$ cat src/rtl/ssc_pkg.sv
package ssc_pkg;

    typedef enum logic [2:0] {
        ST_IDLE   = 3'd0,
        ST_RUN    = 3'd1,
        ST_BLOCK  = 3'd2,
        ST_UNBLK  = 3'd3,
        ST_SQUASH = 3'd4
    } stage_st_e;

endpackage

$ cat src/rtl/ssc_skid_fifo.sv
module ssc_skid_fifo #(
    parameter int GROUP_W = 16,
    parameter int DEPTH   = 4,
    parameter int CNT_W   = $clog2(DEPTH + 1)
) (
    input  logic               clk,
    input  logic               rst_n,
    input  logic               push,
    input  logic               pop,
    input  logic               flush,
    input  logic [GROUP_W-1:0] push_data,
    output logic [GROUP_W-1:0] head_data,
    output logic [CNT_W-1:0]   count,
    output logic               ovf
);

    localparam int PTR_W = (DEPTH > 1) ? $clog2(DEPTH) : 1;

    typedef struct packed {
        logic [DEPTH-1:0][GROUP_W-1:0] mem;
        logic [PTR_W-1:0]              rd_ptr;
        logic [PTR_W-1:0]              wr_ptr;
        logic [CNT_W-1:0]              cnt;
    } fifo_state_t;

    fifo_state_t s_d, s_q;
    logic        do_pop, do_push, is_full;

    function automatic logic [PTR_W-1:0] ptr_inc(input logic [PTR_W-1:0] p);
        return (p == PTR_W'(DEPTH - 1)) ? '0 : p + PTR_W'(1);
    endfunction

    always_comb begin
        s_d     = s_q;
        is_full = (s_q.cnt == CNT_W'(DEPTH));
        do_pop  = pop && (s_q.cnt != '0);
        do_push = push && (!is_full || do_pop);
        ovf     = push && is_full && !do_pop && !flush;
        if (flush) begin
            s_d.rd_ptr = '0;
            s_d.wr_ptr = '0;
            s_d.cnt    = '0;
        end else begin
            if (do_push) begin
                s_d.mem[s_q.wr_ptr] = push_data;
                s_d.wr_ptr          = ptr_inc(s_q.wr_ptr);
            end
            if (do_pop) begin
                s_d.rd_ptr = ptr_inc(s_q.rd_ptr);
            end
            case ({do_push, do_pop})
                2'b10:   s_d.cnt = s_q.cnt + CNT_W'(1);
                2'b01:   s_d.cnt = s_q.cnt - CNT_W'(1);
                default: s_d.cnt = s_q.cnt;
            endcase
        end
    end

    always_ff @(posedge clk) begin
        if (!rst_n) begin
            s_q <= '0;
        end else begin
            s_q <= s_d;
        end
    end

    assign head_data = s_q.mem[s_q.rd_ptr];
    assign count     = s_q.cnt;

    // occupancy never exceeds the configured depth
    a_r10_cnt_bound: assert property (@(posedge clk) disable iff (!rst_n)
        s_q.cnt <= CNT_W'(DEPTH));

    // a dropped push leaves the held groups untouched
    a_r10_no_overwrite: assert property (@(posedge clk) disable iff (!rst_n)
        ovf |=> (count == $past(count)));

endmodule

$ cat src/rtl/ssc_status_fsm.sv
module ssc_status_fsm
    import ssc_pkg::*;
#(
    parameter int CNT_W = 3
) (
    input  logic             clk,
    input  logic             rst_n,
    input  logic             up_valid,
    input  logic             dn_stall,
    input  logic             dn_squash,
    input  logic             dn_rob_squash,
    input  logic             iq_full,
    input  logic [CNT_W-1:0] skid_cnt,
    input  logic             ovf,
    output logic             push,
    output logic             pop,
    output logic             flush,
    output logic             from_skid,
    output logic             up_stall,
    output logic             dp_run,
    output logic             dp_valid,
    output logic             squashing,
    output logic             skid_err,
    output logic [2:0]       status
);

    typedef struct packed {
        stage_st_e st;
        logic      err;
    } fsm_state_t;

    fsm_state_t s_d, s_q;
    logic       sq_any;

    assign sq_any = dn_squash | dn_rob_squash;

    always_comb begin
        s_d       = s_q;
        push      = 1'b0;
        pop       = 1'b0;
        flush     = 1'b0;
        from_skid = 1'b0;
        up_stall  = 1'b0;
        dp_run    = 1'b0;
        dp_valid  = 1'b0;
        s_d.err   = s_q.err | ovf;
        case (s_q.st)
            ST_IDLE, ST_RUN: begin
                if (dn_stall) begin
                    push   = up_valid;
                    s_d.st = ST_BLOCK;
                end else if (sq_any) begin
                    flush  = 1'b1;
                    s_d.st = ST_SQUASH;
                end else if (iq_full && up_valid) begin
                    push   = 1'b1;
                    s_d.st = ST_BLOCK;
                end else begin
                    dp_run   = 1'b1;
                    dp_valid = up_valid;
                    if (up_valid) begin
                        s_d.st = ST_RUN;
                    end
                end
            end
            ST_UNBLK: begin
                up_stall = (skid_cnt > CNT_W'(1));
                if (dn_stall) begin
                    push   = up_valid;
                    s_d.st = ST_BLOCK;
                end else if (sq_any) begin
                    flush  = 1'b1;
                    s_d.st = ST_SQUASH;
                end else if (iq_full) begin
                    push   = up_valid;
                    s_d.st = ST_BLOCK;
                end else if (skid_cnt == '0) begin
                    dp_run   = 1'b1;
                    dp_valid = up_valid;
                    s_d.st   = ST_RUN;
                end else begin
                    dp_run    = 1'b1;
                    dp_valid  = 1'b1;
                    from_skid = 1'b1;
                    pop       = 1'b1;
                    push      = up_valid;
                    if ((skid_cnt == CNT_W'(1)) && !up_valid) begin
                        s_d.st = ST_RUN;
                    end
                end
            end
            ST_BLOCK: begin
                up_stall = 1'b1;
                if (sq_any) begin
                    flush  = 1'b1;
                    s_d.st = ST_SQUASH;
                end else begin
                    push = up_valid;
                    if (!dn_stall && !iq_full) begin
                        s_d.st = ST_UNBLK;
                    end
                end
            end
            ST_SQUASH: begin
                if (!sq_any) begin
                    s_d.st = ST_RUN;
                end
            end
            default: s_d.st = ST_IDLE;
        endcase
    end

    always_ff @(posedge clk) begin
        if (!rst_n) begin
            s_q.st  <= ST_IDLE;
            s_q.err <= 1'b0;
        end else begin
            s_q <= s_d;
        end
    end

    assign status    = s_q.st;
    assign squashing = (s_q.st == ST_SQUASH);
    assign skid_err  = s_q.err;

    // upstream is held on every Blocked cycle
    a_r5_stall_blocked: assert property (@(posedge clk) disable iff (!rst_n)
        (s_q.st == ST_BLOCK) |-> (up_stall && !dp_run));

    // a stall in the running path always lands in Blocked, squash or not
    a_r3_stall_first: assert property (@(posedge clk) disable iff (!rst_n)
        ((s_q.st inside {ST_IDLE, ST_RUN, ST_UNBLK}) && dn_stall) |=> (status == 3'd2));

    // leaving Blocked for Unblocking needs clear stall and room in the queue
    a_r6_unblock_cond: assert property (@(posedge clk) disable iff (!rst_n)
        (s_q.st == ST_BLOCK) |=> ((status != 3'd3) || $past(!dn_stall && !iq_full && !sq_any)));

    // Squashing persists while either flag is raised
    a_r9_squash_hold: assert property (@(posedge clk) disable iff (!rst_n)
        ((s_q.st == ST_SQUASH) && sq_any) |=> squashing);

    // nothing is dispatched during a squash
    a_r8_no_dispatch: assert property (@(posedge clk) disable iff (!rst_n)
        squashing |-> (!dp_valid && !dp_run && !push));

    // the overflow flag never clears without reset
    a_r10_err_sticky: assert property (@(posedge clk) disable iff (!rst_n)
        skid_err |=> skid_err);

endmodule

$ cat src/rtl/stall_skid_ctrl.sv
module stall_skid_ctrl #(
    parameter int GROUP_W = 16,
    parameter int DEPTH   = 4
) (
    input  logic               clk,
    input  logic               rst_n,
    input  logic               up_valid,
    input  logic [GROUP_W-1:0] up_group,
    input  logic               dn_stall,
    input  logic               dn_squash,
    input  logic               dn_rob_squash,
    input  logic               iq_full,
    output logic               up_stall,
    output logic               dp_run,
    output logic               dp_valid,
    output logic [GROUP_W-1:0] dp_group,
    output logic               squashing,
    output logic               skid_err,
    output logic [2:0]         status
);

    localparam int CNT_W = $clog2(DEPTH + 1);

    logic               push, pop, flush, from_skid, ovf;
    logic [CNT_W-1:0]   skid_cnt;
    logic [GROUP_W-1:0] head_data;

    ssc_skid_fifo #(
        .GROUP_W (GROUP_W),
        .DEPTH   (DEPTH),
        .CNT_W   (CNT_W)
    ) skid_i (
        .clk       (clk),
        .rst_n     (rst_n),
        .push      (push),
        .pop       (pop),
        .flush     (flush),
        .push_data (up_group),
        .head_data (head_data),
        .count     (skid_cnt),
        .ovf       (ovf)
    );

    ssc_status_fsm #(
        .CNT_W (CNT_W)
    ) fsm_i (
        .clk           (clk),
        .rst_n         (rst_n),
        .up_valid      (up_valid),
        .dn_stall      (dn_stall),
        .dn_squash     (dn_squash),
        .dn_rob_squash (dn_rob_squash),
        .iq_full       (iq_full),
        .skid_cnt      (skid_cnt),
        .ovf           (ovf),
        .push          (push),
        .pop           (pop),
        .flush         (flush),
        .from_skid     (from_skid),
        .up_stall      (up_stall),
        .dp_run        (dp_run),
        .dp_valid      (dp_valid),
        .squashing     (squashing),
        .skid_err      (skid_err),
        .status        (status)
    );

    // replayed groups take precedence over the live upstream group
    assign dp_group = from_skid ? head_data : up_group;

    // Running is reached from Unblocking only with an empty buffer
    a_r7_drained_exit: assert property (@(posedge clk) disable iff (!rst_n)
        ((status == 3'd1) && ($past(status) == 3'd3)) |-> (skid_cnt == '0));

    // a replayed group is never shown while upstream data is shown
    a_r7_replay_valid: assert property (@(posedge clk) disable iff (!rst_n)
        from_skid |-> (dp_valid && (skid_cnt != '0)));

endmodule

$ cat config.mk
export PLATFORM = sky130hd
export DESIGN_NAME = stall_skid_ctrl
export DESIGN_NICKNAME = d
export VERILOG_FILES = /design/src/rtl/ssc_pkg.sv /design/src/rtl/ssc_skid_fifo.sv /design/src/rtl/ssc_status_fsm.sv /design/src/rtl/stall_skid_ctrl.sv
export SDC_FILE = /design/constraint.sdc
export NUM_CORES = 1
export LEC_CHECK = 0
export BUFFER_PORTS_ARGS = -buffer_cell sky130_fd_sc_hd__buf_2
export CAP_MARGIN = 10
export CORE_MARGIN = 5
export CORE_UTILIZATION = 30
export DETAILED_ROUTE_END_ITERATION = 6
export PLACE_DENSITY_LB_ADDON = 0.12
export SYNTH_ARGS = -nofsm -noshare
export SYNTH_HDL_FRONTEND = slang
export SYNTH_SLANG_ARGS = --single-unit
$ cat constraint.sdc
create_clock -name clk -period 4.3 [get_ports clk]
set_input_delay 0.215 -clock clk [delete_from_list [all_inputs] [get_ports clk]]
set_output_delay 0.215 -clock clk [all_outputs]
set_load 0.02 [all_outputs]
==> results.cfg <==
[final_layout]
final_cells = 585
multi_input_area_um2 = 2163
seq_area_um2 = 1501
antenna_cells = 0
syn_to_final_growth_pct = 15.82
final.fill_count = 1310
fin_nets = 441
drive_gt1_frac = 0.2639

[clocking]
numClockSinks = 75
ctsLongestPathBuffers = 2
hold_buffers = 0
clk_latency_ns = 0.34
cts.clk_slew.worst_paths_ns = 0.06
ctsResizeCount = 0
cts_setup_buffers = 0
cts_buffers = 9
clockRootBuffer = clkbuf_16
ctsHtreeMaxLevel = 3
cts_tree = done

[floorplan]
io_pins = 47
fp.dieW_um = 123.4
num_rows = 41
dieArea_um2 = 15230
fp.coreArea_um2 = 12620
initial_core_util = 0.3058
die-height_um = 123.4

[power]
fin_total_pwr_mw = 1.701
p_leak_nw = 1.612
ir_worst_vdd_mv = 0.1239
power_density_nw_per_um2 = 380.6

[synthesis]
synthesis.instances = 370
yosysWarnings = 0
seq_area_frac_synth = 0.3891
yosysTopAreaCell = dfxtp_1
yosys-top-cells-area = dfxtp_1 39%, mux2i_1 18%, mux4_2 9.3%
async_flop_share = 0
syn_nets = 403
syn_avg_cell_area_um2 = 10.43
synth_top_area_frac = 0.3891
netlist_area_um2 = 3859
synth_cell_types = 41
synth_edf_count = 0
synth_flop_cell = dfxtp_1
ys_seq_elements = 75

[sta]
hold_ws_ns = 0.2276
finalHoldViolations = 0
setup_tns_ns = 0
slew_headroom = 0.3470
timing.fmax_ghz = 0.3363
finalCriticalPeriod_ns = 2.974
finalCritPeriodShare = 0.6916
skew_ns = 0.008035
rsz0062_at_grt = false
worst_slew_pin_slew_ns = 0.9782
setup_violations = 0
finalMaxSlewViolations = 0

[detailed_routing]
wl_met1_mm = 4.083
drt-initial-drc-count = 98
antenna_left = 0
highest_layer = met4
drt-total-wl_mm = 8.743
drc = 0
dr_wl_met2_mm = 4.031
vias = 2728
drt_pass1_iterations = 4
wl_per_cell_um = 14.95
viasPerCell = 4.663
detailroute.wirelength.met3_um = 437

[grt]
grt_overflow = 0
grt_max_degree = 49
grt_pass1_vias = 2736
grt_usage = 0.1222
grt_pass1_wl_mm = 14.25
antenna_found_initial = 0

[critical_path]
crit_path_max_fanout = 12
path_cells = nand3b_1 > a21oi_1 > and2b_1 > buf_4 > mux2_2 > buf_2
cp.required_ns = 4.09
max_stage_delay_ns = 0.55
crit_buf_inv = 2
critPathSlowestCell = dfxtp_1
crit_family = simple AND/OR/NAND/NOR gates
cp-start-kind = register
worstSetupEndpointType = output pin
critPathArrivalTime_ns = 2.76
r2r_slack_ns = 1.76
criticalPathCategory = reg -> out

[placement]
place.gp.congestion = 0.7427
place_hpwl_mm = 5.725
portBuffers = 46
dp_cells = 569

[min_path]
min_path_type = in -> reg

[job]
cap_violations = 0

[status]
status = finished, final reports clean
[stage by stage]
step / setup slack, ns / utilization / area, um^2
6_report: 1.326 / 0.3542 / 4469
3_5_place_dp: 1.644 / 0.3302 / 4167
4_1_cts: 1.255 / 0.3542 / 4469
5_1_grt: 1.073 / 0.3542 / 4469
2_1_floorplan: 1.911 / - / 3859
3_3_place_gp: 1.678 / 0.3302 / 4167
[sequential cells by signal, indices dropped and copies added, names as in the netlist]
name and count:
skid_i.s_q 68, skid_i.count 3, fsm_i.skid_err 1, fsm_i.status 3
[layout by cell type, fill, tap and decap left out, drive strengths merged, types with 2 or more instances in the layout]
cell type and n:
inv 11, o22ai 2, xnor2 2, nand2b 3, buf 49, clkbuf 11, nand2 90, mux2i 69
ha 10, dfxtp 75, a21oi 8, mux4 16, a211oi 2, o21ai 2, nor3 4, and3 2
xor2 2, nor2 17, mux2 18
[logic make-up (layout without fill, tap and decap cells)]
kind of cell | count (synthesis) | in the layout | synth area share
simple gates | 122 | 122 | 0.1320
mux | 103 | 103 | 0.3259
flops | 75 | 75 | 0.3891
buf+inv | 31 | 74 | 0.05026
compound gates | 25 | 25 | 0.06128
fa+ha+maj | 10 | 10 | 0.03243
xor+xnor | 4 | 4 | 0.009081
[report_power, final]
group	total [mW]	switching, mW	internal (mW)
logic	0.195	0.116	0.0792
clock network	0.773	0.305	0.469
registers	0.732	0.0185	0.714
total	1.70	0.439	1.26
[cell type report]
cell class                 instances  share of cell area
timing repair buffer              49             0.05655
multi-input combinational        264              0.4840
clock buffer                      11             0.05431
clock inverter                     5             0.01344
sequential                        75              0.3359
inverter                           9            0.007559
tap                              172             0.04815
[routing by layer]
metal,vias to the layer above,track usage
li1,1363,-
met1,1289,0.1595
met2,63,0.1903
met3,13,0.02836
met4,0,0.05882
met5,-,0
[cells in the mapped netlist (2+ instances only)]
cell       n
inv_1      9
nand2b_1   3
xor2_1     2
a211oi_1   2
a21oi_1    3
o21ai_0    2
ha_1      10
nand2_1   90
buf_12     4
xnor2_1    2
mux2_2    18
dfxtp_1   75
and3_1     2
a21oi_4    5
mux4_2    16
nor3_1     3
nor2_1    17
buf_2      4
buf_4      2
o22ai_1    2
clkbuf_1  12
mux2i_1   68
[final timing paths]
| kind | startpoint | to | cells past startpoint |
|---|---|---|---|
| max | fsm_i.status[1]$_SDFFE_PN0P_ | dp_group[2] | 6 |
| min | up_group[15] | skid_i.s_q[70]$_SDFFE_PN0P_ | 3 |
| min reg2reg | skid_i.s_q[51]$_SDFFE_PN0P_ | skid_i.s_q[51]$_SDFFE_PN0P_ | 2 |
| max reg2reg | fsm_i.status[0]$_SDFFE_PN0P_ | skid_i.count[2]$_SDFFE_PP0P_ | 9 |
[tightest hold or removal path, stage by stage]
cell     delay (ns)
buf_2          0.10
nand2_1        0.11
mux2i_1        0.08
Note: power is estimated with default switching activity, not from simulation.
